==> config.mk <==
export PLATFORM = sky130hd
export DESIGN_NAME = dmac_unit
export DESIGN_NICKNAME = d
export VERILOG_FILES = /design/src/rtl/dmac_pkg.sv /design/src/rtl/dmac_mult.sv /design/src/rtl/dmac_conv.sv /design/src/rtl/dmac_unit.sv
export SDC_FILE = /design/constraint.sdc
export NUM_CORES = 2
export LEC_CHECK = 0
export ABC_CLOCK_PERIOD_IN_PS = 6950
export BUFFER_PORTS_ARGS = -buffer_cell sky130_fd_sc_hd__buf_4
export CAP_MARGIN = 20
export CORE_ASPECT_RATIO = 1.2
export CORE_MARGIN = 2
export CORE_UTILIZATION = 60
export DETAILED_ROUTE_END_ITERATION = 16
export PLACE_DENSITY = 0.82
export SETUP_SLACK_MARGIN = 0.1
export SYNTH_ARGS = -nofsm -noshare
export SYNTH_HDL_FRONTEND = slang
export SYNTH_HIERARCHICAL = 1
export SYNTH_SLANG_ARGS = --single-unit
==> constraint.sdc <==
create_clock -name clk_i -period 6.95 [get_ports clk_i]
set_input_delay 0.3475 -clock clk_i [delete_from_list [all_inputs] [get_ports clk_i]]
set_output_delay 0.3475 -clock clk_i [all_outputs]
set_load 0.02 [all_outputs]
==> src/rtl/dmac_pkg.sv <==
package dmac_pkg;
  typedef enum logic [3:0] {
    OP_MULR = 4'd0,  OP_MULA = 4'd1,  OP_MACR = 4'd2,  OP_MACA = 4'd3,
    OP_MSBR = 4'd4,  OP_MSBA = 4'd5,  OP_SATR = 4'd6,  OP_SATA = 4'd7,
    OP_RNDR = 4'd8,  OP_RNDA = 4'd9,  OP_CLR  = 4'd10, OP_LOAD = 4'd11,
    OP_READ = 4'd12
  } dmac_op_e;
endpackage

==> src/rtl/dmac_mult.sv <==
module dmac_mult #(
  parameter int DW = 32,
  parameter int AW = 80
) (
  input  logic [DW-1:0] a_i,
  input  logic [DW-1:0] b_i,
  input  logic          sgn_i,
  input  logic          frac_i,
  output logic [AW-1:0] prod_o
);
  localparam int XW = DW + 1;
  localparam int MW = 2 * XW;

  logic signed [XW-1:0] ax, bx;
  logic signed [MW-1:0] ae, be, m;
  logic signed [AW-1:0] ext;

  assign ax  = {sgn_i & a_i[DW-1], a_i};
  assign bx  = {sgn_i & b_i[DW-1], b_i};
  assign ae  = MW'(ax);
  assign be  = MW'(bx);
  assign m   = ae * be;
  assign ext = AW'(m);
  // fractional: drop the redundant sign bit
  assign prod_o = frac_i ? {ext[AW-2:0], 1'b0} : ext;
endmodule

==> src/rtl/dmac_conv.sv <==
module dmac_conv #(
  parameter int DW = 32,
  parameter int AW = 80
) (
  input  logic [AW-1:0] v_i,
  input  logic          sgn_i,
  input  logic          frac_i,
  output logic [DW-1:0] fld_o,
  output logic [AW-1:0] sat_o,
  output logic [DW-1:0] sat_fld_o,
  output logic          hit_o,
  output logic [AW-1:0] rnd_o,
  output logic [DW-1:0] rnd_fld_o
);
  localparam int PW = 2 * DW;

  logic s_int_ok, s_frc_ok, u_int_ok, u_frc_ok, in_rng;
  logic [AW-1:0] smax, smin, umax, lim, r;

  assign s_int_ok = (~|v_i[AW-1:DW-1]) | (&v_i[AW-1:DW-1]);
  assign s_frc_ok = (~|v_i[AW-1:PW-1]) | (&v_i[AW-1:PW-1]);
  assign u_int_ok = ~|v_i[AW-1:DW];
  assign u_frc_ok = ~|v_i[AW-1:PW];
  assign in_rng   = sgn_i ? (frac_i ? s_frc_ok : s_int_ok)
                          : (frac_i ? u_frc_ok : u_int_ok);

  always_comb begin
    if (frac_i) begin
      smax = {{(AW-PW+1){1'b0}}, {(PW-1){1'b1}}};
      smin = {{(AW-PW+1){1'b1}}, {(PW-1){1'b0}}};
      umax = {{(AW-PW){1'b0}}, {PW{1'b1}}};
    end else begin
      smax = {{(AW-DW+1){1'b0}}, {(DW-1){1'b1}}};
      smin = {{(AW-DW+1){1'b1}}, {(DW-1){1'b0}}};
      umax = {{(AW-DW){1'b0}}, {DW{1'b1}}};
    end
    lim = sgn_i ? (v_i[AW-1] ? smin : smax) : umax;
  end

  assign hit_o     = ~in_rng;
  assign sat_o     = in_rng ? v_i : lim;
  assign fld_o     = frac_i ? v_i[PW-1:DW] : v_i[DW-1:0];
  assign sat_fld_o = frac_i ? sat_o[PW-1:DW] : sat_o[DW-1:0];

  assign r         = v_i + (AW'(1) << (DW-1));
  assign rnd_o     = {r[AW-1:DW], {DW{1'b0}}};
  assign rnd_fld_o = r[PW-1:DW];
endmodule

==> src/rtl/dmac_unit.sv <==
module dmac_unit
  import dmac_pkg::*;
#(
  parameter int DW = 32,
  parameter int AW = 80
) (
  input  logic          clk_i,
  input  logic          rst_ni,
  input  logic          valid_i,
  input  logic [3:0]    op_i,
  input  logic          acc_sel_i,
  input  logic          signed_i,
  input  logic          frac_i,
  input  logic [DW-1:0] a_i,
  input  logic [DW-1:0] b_i,
  output logic          valid_o,
  output logic [DW-1:0] res_o,
  output logic          ovf_o
);
  logic [AW-1:0] fg_q, bg_q, acc_cur, prod, sum, dif, v, acc_nx;
  logic [AW-1:0] sat_v, rnd_v;
  logic [DW-1:0] fld, sat_fld, rnd_fld, res_q, res_nx;
  logic          hit, acc_we, sat_use, vld_q, ovf_q;
  dmac_op_e      op;

  assign op      = dmac_op_e'(op_i);
  assign acc_cur = acc_sel_i ? bg_q : fg_q;
  assign sum     = acc_cur + prod;
  assign dif     = acc_cur - prod;

  dmac_mult #(.DW(DW), .AW(AW)) u_mult (
    .a_i(a_i), .b_i(b_i), .sgn_i(signed_i), .frac_i(frac_i), .prod_o(prod)
  );

  always_comb begin
    unique case (op)
      OP_MULR, OP_MULA: v = prod;
      OP_MACR, OP_MACA: v = sum;
      OP_MSBR, OP_MSBA: v = dif;
      default:          v = acc_cur;
    endcase
  end

  dmac_conv #(.DW(DW), .AW(AW)) u_conv (
    .v_i(v), .sgn_i(signed_i), .frac_i(frac_i),
    .fld_o(fld), .sat_o(sat_v), .sat_fld_o(sat_fld), .hit_o(hit),
    .rnd_o(rnd_v), .rnd_fld_o(rnd_fld)
  );

  always_comb begin
    acc_nx  = acc_cur;
    acc_we  = 1'b0;
    res_nx  = res_q;
    sat_use = 1'b0;
    case (op)
      OP_MULR, OP_MACR, OP_MSBR: res_nx = fld;
      OP_MULA, OP_MACA, OP_MSBA: begin acc_nx = v; acc_we = 1'b1; end
      OP_SATR: begin res_nx = sat_fld; sat_use = 1'b1; end
      OP_SATA: begin acc_nx = sat_v; acc_we = 1'b1; sat_use = 1'b1; end
      OP_RNDR: res_nx = rnd_fld;
      OP_RNDA: begin acc_nx = rnd_v; acc_we = 1'b1; end
      OP_CLR:  begin acc_nx = '0; acc_we = 1'b1; end
      OP_LOAD: begin
        acc_nx = {{(AW-DW){signed_i & a_i[DW-1]}}, a_i};
        acc_we = 1'b1;
      end
      OP_READ: res_nx = acc_cur[DW-1:0];
      default: ;
    endcase
  end

  always_ff @(posedge clk_i or negedge rst_ni) begin
    if (!rst_ni) begin
      fg_q  <= '0;
      bg_q  <= '0;
      res_q <= '0;
      vld_q <= 1'b0;
      ovf_q <= 1'b0;
    end else begin
      vld_q <= valid_i;
      if (valid_i) begin
        res_q <= res_nx;
        if (acc_we && acc_sel_i)  bg_q <= acc_nx;
        if (acc_we && !acc_sel_i) fg_q <= acc_nx;
        if (sat_use && hit)       ovf_q <= 1'b1;
      end
    end
  end

  assign valid_o = vld_q;
  assign res_o   = res_q;
  assign ovf_o   = ovf_q;
endmodule

# ---- Word level (Yosys, flattened, before mapping)
# Index checks and enable logic that the tools add are counted.
dict set report classes {
  addsub 3
  mul 1
  eq_ne 12
  mux 18
  bitwise_logic 5
  reduce_logical 27
}
# cell n
set op_table {}
lappend op_table {{80-bit case mux with 5 select lines} 1}
lappend op_table {{80-bit two-way mux} 4}
lappend op_table {{80-bit case mux with 3 select lines} 1}
lappend op_table {{32-bit case mux with 4 select lines} 1}
lappend op_table {{63-bit two-way mux} 2}
lappend op_table {{80-bit by 32-bit adder with 80-bit output (second input constant)} 1}
lappend op_table {{80-bit adder} 1}
lappend op_table {{80-bit subtractor} 1}
lappend op_table {{33-bit by 33-bit multiplier with 66-bit output} 1}
lappend op_table {{66-bit two-way mux} 1}
lappend op_table {{32-bit two-way mux} 2}
lappend op_table {{64-bit two-way mux} 1}
lappend op_table {{49-bit AND reduction} 1}
lappend op_table {{49-bit OR reduction} 1}
lappend op_table {{48-bit OR reduction} 1}
lappend op_table {{4-bit equality test (second input constant)} 5}
lappend op_table {{17-bit AND reduction} 1}
lappend op_table {{17-bit OR reduction} 1}
lappend op_table {{4-bit by 3-bit equality test with 1-bit output (second input constant)} 4}
lappend op_table {{16-bit OR reduction} 1}
lappend op_table {{4-bit by 2-bit equality test with 1-bit output (second input constant)} 2}
lappend op_table {{2-bit AND reduction} 4}
lappend op_table {{2-bit OR reduction} 4}
lappend op_table {{7-bit OR reduction} 1}
lappend op_table {{10 further kinds} 23}
dict set report totals {
  reg_bits 194
  output_inout_bits 34
  wordCells 71
}

# ---- Depth between registers and ports, before layout
dict set report logic_depth {
  word_depth 13
  mapped_depth 64
  ltp_nobuf 58
}

# ---- By module
# Netlist, hierarchy kept.
# mod instances cells_each area_each_um2 seq_area_each_um2
set modules_own_cells {}
lappend modules_own_cells {dmac_mult 1 4373 39429.1 0.0}
lappend modules_own_cells {dmac_unit 1 2532 19436.1 4854.7}
lappend modules_own_cells {dmac_conv 1 517 3029.2 0.0}

# ---- Worst setup path before layout
# OpenSTA, ideal clock, no wires.
dict set report synth_timing {
  path_kind {in2reg}
  start {input signed_i}
  end {register bg_q[9]}
  setup_time_ns 0.125
  arrival_time_ns 14.109
  required_ns 6.825
  setup_slack_ns -7.284
  path_stages 56
  path_cell_list {and2_1 clkbuf_1 clkbuf_1 nand2_1 inv_1 fa_1 fa_1 fa_1 fa_1 inv_1 fa_1 inv_1 fa_1 inv_1 fa_1 fa_1 inv_1 ha_1 (+20 left out) a2111oi_0 o31ai_2 a221o_1 xnor2_1 o21ai_0 clkbuf_1 nor4_1 nand4_1 a2bb2oi_1 a21oi_1 nor3_1 clkbuf_1 a21oi_1 nand2_1 nand2_1 a211o_1 a21boi_0 mux2_2}
}
dict set report synth_via {
  elab_chain_len 12
}
# item line
set synth_rtl {}
lappend synth_rtl {{start, declared} dmac_unit.sv:12} ;# input logic signed_i,
lappend synth_rtl {{1-bit bitwise AND, on equally long branches} {dmac_mult.sv:18, dmac_mult.sv:19}}
lappend synth_rtl {{33-bit by 33-bit multiplier with 66-bit output (*)} dmac_mult.sv:22} ;# assign m = ae * be;
lappend synth_rtl {{via prod[66]} dmac_unit.sv:20} ;# logic [AW-1:0] fg_q, bg_q, acc_cur, prod, sum, dif, v, acc_nx;
lappend synth_rtl {{66-bit two-way mux} dmac_mult.sv:25} ;# assign prod_o = frac_i ? {ext[AW-2:0], 1'b0} : ext;
lappend synth_rtl {{80-bit subtractor / 80-bit adder (equally long branches)} {dmac_unit.sv:29, dmac_unit.sv:28}}
lappend synth_rtl {{80-bit case mux with 3 select lines (*)} dmac_unit.sv:36} ;# unique case (op)
lappend synth_rtl {{via v[79]} dmac_unit.sv:20}
lappend synth_rtl {{49-bit OR reduction / 17-bit OR reduction (equally long branches)} {dmac_conv.sv:20, dmac_conv.sv:21}}
lappend synth_rtl {{1-bit zero test, on equally long branches} {dmac_conv.sv:20, dmac_conv.sv:21}}
lappend synth_rtl {{1-bit OR, on equally long branches} {dmac_conv.sv:20, dmac_conv.sv:21}}
lappend synth_rtl {{1-bit two-way mux (2 in a row)} dmac_conv.sv:24} ;# assign in_rng = sgn_i ? (frac_i ? s_frc_ok : s_int_ok)
lappend synth_rtl {{80-bit two-way mux (*)} dmac_conv.sv:41} ;# assign sat_o = in_rng ? v_i : lim;
lappend synth_rtl {{via sat_v[9]} dmac_unit.sv:21} ;# logic [AW-1:0] sat_v, rnd_v;
lappend synth_rtl {{80-bit case mux with 5 select lines (*)} dmac_unit.sv:55} ;# case (op)
lappend synth_rtl {{end signal, assigned} dmac_unit.sv:83} ;# if (acc_we && acc_sel_i) bg_q <= acc_nx;
lappend synth_rtl {{end, declared} dmac_unit.sv:20}
# Mark *: on every way through the listed nets, which the timed path passes. The rest lies on a longest branch.
# A chain may end at the register's enable or synchronous reset.

# ---- Worst setup path in the final report
dict set report layout_timing {
  start {input a_i[12]}
  end {register bg_q[20]}
}
dict set report layout_via {
  elab_chain_len 11
}
# item line
set layout_rtl {}
lappend layout_rtl {{start, declared} dmac_unit.sv:14} ;# input logic [DW-1:0] a_i,
lappend layout_rtl {{33-bit by 33-bit multiplier with 66-bit output (*)} dmac_mult.sv:22}
lappend layout_rtl {{66-bit two-way mux (*)} dmac_mult.sv:25}
lappend layout_rtl {{via prod[32]} dmac_unit.sv:20}
lappend layout_rtl {{80-bit subtractor / 80-bit adder (equally long branches)} {dmac_unit.sv:29, dmac_unit.sv:28}}
lappend layout_rtl {{80-bit case mux with 3 select lines (*)} dmac_unit.sv:36}
lappend layout_rtl {{via v[73]} dmac_unit.sv:20}
lappend layout_rtl {{49-bit OR reduction / 17-bit OR reduction (equally long branches)} {dmac_conv.sv:20, dmac_conv.sv:21}}
lappend layout_rtl {{1-bit zero test, on equally long branches} {dmac_conv.sv:20, dmac_conv.sv:21}}
lappend layout_rtl {{1-bit OR, on equally long branches} {dmac_conv.sv:20, dmac_conv.sv:21}}
lappend layout_rtl {{1-bit two-way mux} dmac_conv.sv:24}
lappend layout_rtl {{1-bit two-way mux (*)} dmac_conv.sv:24}
lappend layout_rtl {{80-bit two-way mux (*)} dmac_conv.sv:41}
lappend layout_rtl {{via sat_v[20]} dmac_unit.sv:21}
lappend layout_rtl {{80-bit case mux with 5 select lines (*)} dmac_unit.sv:55}
# Marked as above.

==> results.rst <==
.. list-table::
   :header-rows: 1

   * - Metric
     - Value
   * - Netlist Area Pre-Place
     - 61,900 um^2
   * - Violations in the final reports
     - negative setup slack
   * - Average footprint of a synthesized cell
     - 8.34 um^2
   * - Worst path arrival time
     - 13.62 ns
   * - Die Y-Extent
     - 356 um
   * - Post-CTS clock slew at the launch and capture registers of the worst setup and hold paths
     - 0.06 ns
   * - Flip-flop and latch count after synthesis
     - 194
   * - Startpoint-to-endpoint class of the critical path
     - in -> reg
   * - Quantity of I/O buffers inserted on ports
     - 107
   * - Register area share after synthesis
     - 7.84%
   * - Setup repair after global routing missed its margin
     - yes
   * - Clock skew
     - 0.0374 ns
   * - Number of flops mapped to enable cells by yosys
     - 0
   * - Worst Hold End
     - valid_o
   * - TritonCTS clock tree
     - built
   * - Final design utilization
     - 75.4%
   * - Maximum number of pins on one net before global-route repair
     - 74
   * - Final GP Congestion
     - 1.07
   * - Worst path slowest cell
     - sky130_fd_sc_hd__fa_1
   * - Number of global-route vias before repair
     - 62,980
   * - Maximum frequency from static timing analysis
     - 75.7 MHz
   * - Post-layout worst setup margin
     - -6.26 ns
   * - Outcome
     - complete, but fails checks
   * - Initial antenna violation count
     - 6
   * - Area overhead of the layout relative to synthesis
     - 25.1%
   * - Global-route wire length before repair
     - 350 mm
   * - Number of antenna-violating nets in the routed design
     - 0
   * - Number of failing hold endpoints at the final stage
     - 0
   * - Most frequent standard cell in the layout excluding fill and tap cells
     - sky130_fd_sc_hd__buf_4
   * - Via Count
     - 60,116
   * - Worst Hold Margin
     - 0.0425 ns
   * - Startpoint type of the worst setup path
     - input port
   * - Number of unique standard cell types used by synthesis
     - 104
   * - Detail-routed via count per cell
     - 6.07
   * - HPWL reported at the end of detailed placement
     - 185 mm
   * - Clock insertion delay at the later pin of the skew report
     - 0.54 ns
   * - Tmin final
     - 13.21 ns
   * - Type of the most critical hold path
     - in -> reg
   * - DIE AREA
     - 106,000 um^2
   * - Cell with the most instances on the worst path
     - sky130_fd_sc_hd__fa_1
   * - Final critical-path share of the clock period
     - 190%
   * - Setup slack on the worst flop-to-flop path
     - 0.41 ns
   * - Fraction of layout instances using a drive strength above 1
     - 25.8%
   * - Wirelength per Cell
     - 23.2 um
   * - Total of warnings raised by yosys
     - 6
   * - Final Routed Wirelength
     - 229 mm
   * - Maximum clock insertion buffer count
     - 3
   * - Cell at the root of the clock tree
     - sky130_fd_sc_hd__clkbuf_16
   * - Worst EP required
     - 7.35 ns
   * - Worst hold start
     - valid_i
   * - Highest-count cells in the layout ignoring fill and taps
     - sky130_fd_sc_hd__buf_4 (1,442), sky130_fd_sc_hd__inv_1 (1,263), sky130_fd_sc_hd__nand2_1 (1,159)
   * - Source of the worst register-to-register timing path
     - bg_q[16]
   * - Highest net fanout along the worst path
     - 12
   * - Initial drt markers
     - 6,030
   * - Reg2reg end
     - bg_q[20]
   * - Maximum level of the CTS H-tree
     - 4
   * - Top-level I/O count
     - 108
   * - Post-detailed-route DRC marker count
     - 0
   * - Final sum of negative setup slack
     - -1162.99 ns
   * - GRT Util Overall
     - 42.8%
   * - Number of cells on the worst reg-to-reg path
     - 28
   * - Count of final setup violators
     - 193
   * - Total non-filler cell area in the finished layout
     - 77,400 um^2
   * - Starting utilization of the core area
     - 60.3%
   * - Synth Flop Type
     - sky130_fd_sc_hd__dfrtp_1
   * - Number of nets at the end of the flow
     - 10,045
   * - Core Rows
     - 129
   * - Global route total overflow
     - 0
   * - Die width
     - 297 um
   * - 1st-pass router iterations
     - 9
   * - Floorplan Core Area
     - 103,000 um^2
   * - FFs w/ async S/R, synth
     - 100%
   * - Number of cells on the worst hold path
     - 1
   * - Total count of max-transition violations in the final report
     - 0
   * - Synthesized instance count
     - 7,422
   * - Actual slew at the worst max-slew pin
     - 1.01 ns
   * - Biggest cell delay along the critical path
     - 0.59 ns
   * - Number of max-cap violations
     - 0
   * - Headroom to the max-slew limit
     - 32.4%
   * - Area after DPL
     - 73,900 um^2
   * - Clock buffer count from CTS
     - 25
   * - # clock sinks
     - 194
   * - Element type at the critical path end
     - register
critical path, delay by kind of cell:
| kind | cells | cell delay, ns |
|---|---|---|
| adders and majority gates | 10 | 4.75 |
| and+or+nand+nor | 14 | 3.75 |
| AOI/OAI and AO/OA | 13 | 2.17 |
| buffers and inverters | 10 | 1.31 |
| xor gates and xnor gates | 3 | 0.61 |
| muxes | 2 | 0.60 |
sequential cells by signal (all words and copies together), names as in the netlist:
register,cells
bg_q,80
fg_q,80
res_o,32
ovf_o,1
valid_o,1
cell type report:
class                   instances  area, um^2
diodes                          2        5.00
clock inverters                 4        55.1
multi-input cells            5456       52500
clock buffers                  29         681
flip-flops and latches        194        4850
repair buffers               1571       12800
inverters                    1278        4820
fillers                      7181       25200
well taps                    1375        1720
cell families (layout without fill, tap and decap cells):
group                      Yosys count  after routing  share of synthesized area [%]
AOI/OAI and AO/OA                 1257           1257                           13.4
xor gates and xnor gates           276            276                           3.91
adders and majority gates         1445           1445                           43.1
buffers and inverters             1803           2882                           11.5
DFF                                194            194                           7.84
muxes                              196            196                           3.42
other                                1             34                        0.00606
and+or+nand+nor                   2250           2250                           16.8
metrics by stage:
step           setup WS (ns)  cells
2_1_floorplan          -5.98   7453
6_report               -6.26   9909
3_3_place_gp           -7.10   9794
3_5_place_dp           -7.30   9796
5_1_grt                -6.70   9908
4_1_cts                -6.07   9872
worst max path at each step:
| stage | cells after the start | slack, ns | endpoint | start |
|---|---|---|---|---|
| after floorplan | 58 | -5.98 | fg_q[31] | b_i[7] |
| after global placement | 55 | -7.10 | fg_q[31] | a_i[31] |
| after detailed placement | 56 | -7.30 | bg_q[44] | a_i[31] |
| final | 52 | -6.26 | bg_q[20] | a_i[12] |
| after CTS | 58 | -6.07 | bg_q[31] | a_i[31] |
| after global routing | 56 | -6.70 | fg_q[31] | a_i[22] |
synth_stat cells (126+ instances only):
library cell	instances	share of area, %
sky130_fd_sc_hd__nor2_1	321	1.9
sky130_fd_sc_hd__inv_1	1274	7.7
sky130_fd_sc_hd__fa_1	1146	37
sky130_fd_sc_hd__dfrtp_1	194	7.8
sky130_fd_sc_hd__and2_1	380	3.8
sky130_fd_sc_hd__a21oi_1	335	2.7
sky130_fd_sc_hd__ha_1	299	6.0
sky130_fd_sc_hd__mux2_2	126	2.3
sky130_fd_sc_hd__nand2_1	1187	7.2
sky130_fd_sc_hd__clkbuf_1	390	2.4
sky130_fd_sc_hd__o21ai_0	294	2.4
sky130_fd_sc_hd__xnor2_1	164	2.3
timing repair:
| item | in CTS | in global routing |
|---|---|---|
| buffers inserted | 39 | 30 |
| endpoints found under the hold margin | 68 | 0 |
| endpoints found under the setup margin | 193 | 193 |
| cloned | 3 | 3 |
| hold buffers | 1 | 0 |
| resized for setup | 249 | 243 |
| pin swaps | 134 | 152 |
per-layer routing:
layer | GRT usage (%) | wire (um) | vias up
li1 | - | - | 25652
met1 | 51.6 | 81100 | 29461
met2 | 71.2 | 107000 | 3912
met3 | 8.50 | 23300 | 1085
met4 | 26.0 | 18000 | 6
met5 | 0 | 42 | -
Power is not shown: default switching activity piles up to over one toggle a cycle in this logic, so the estimate is an artifact.
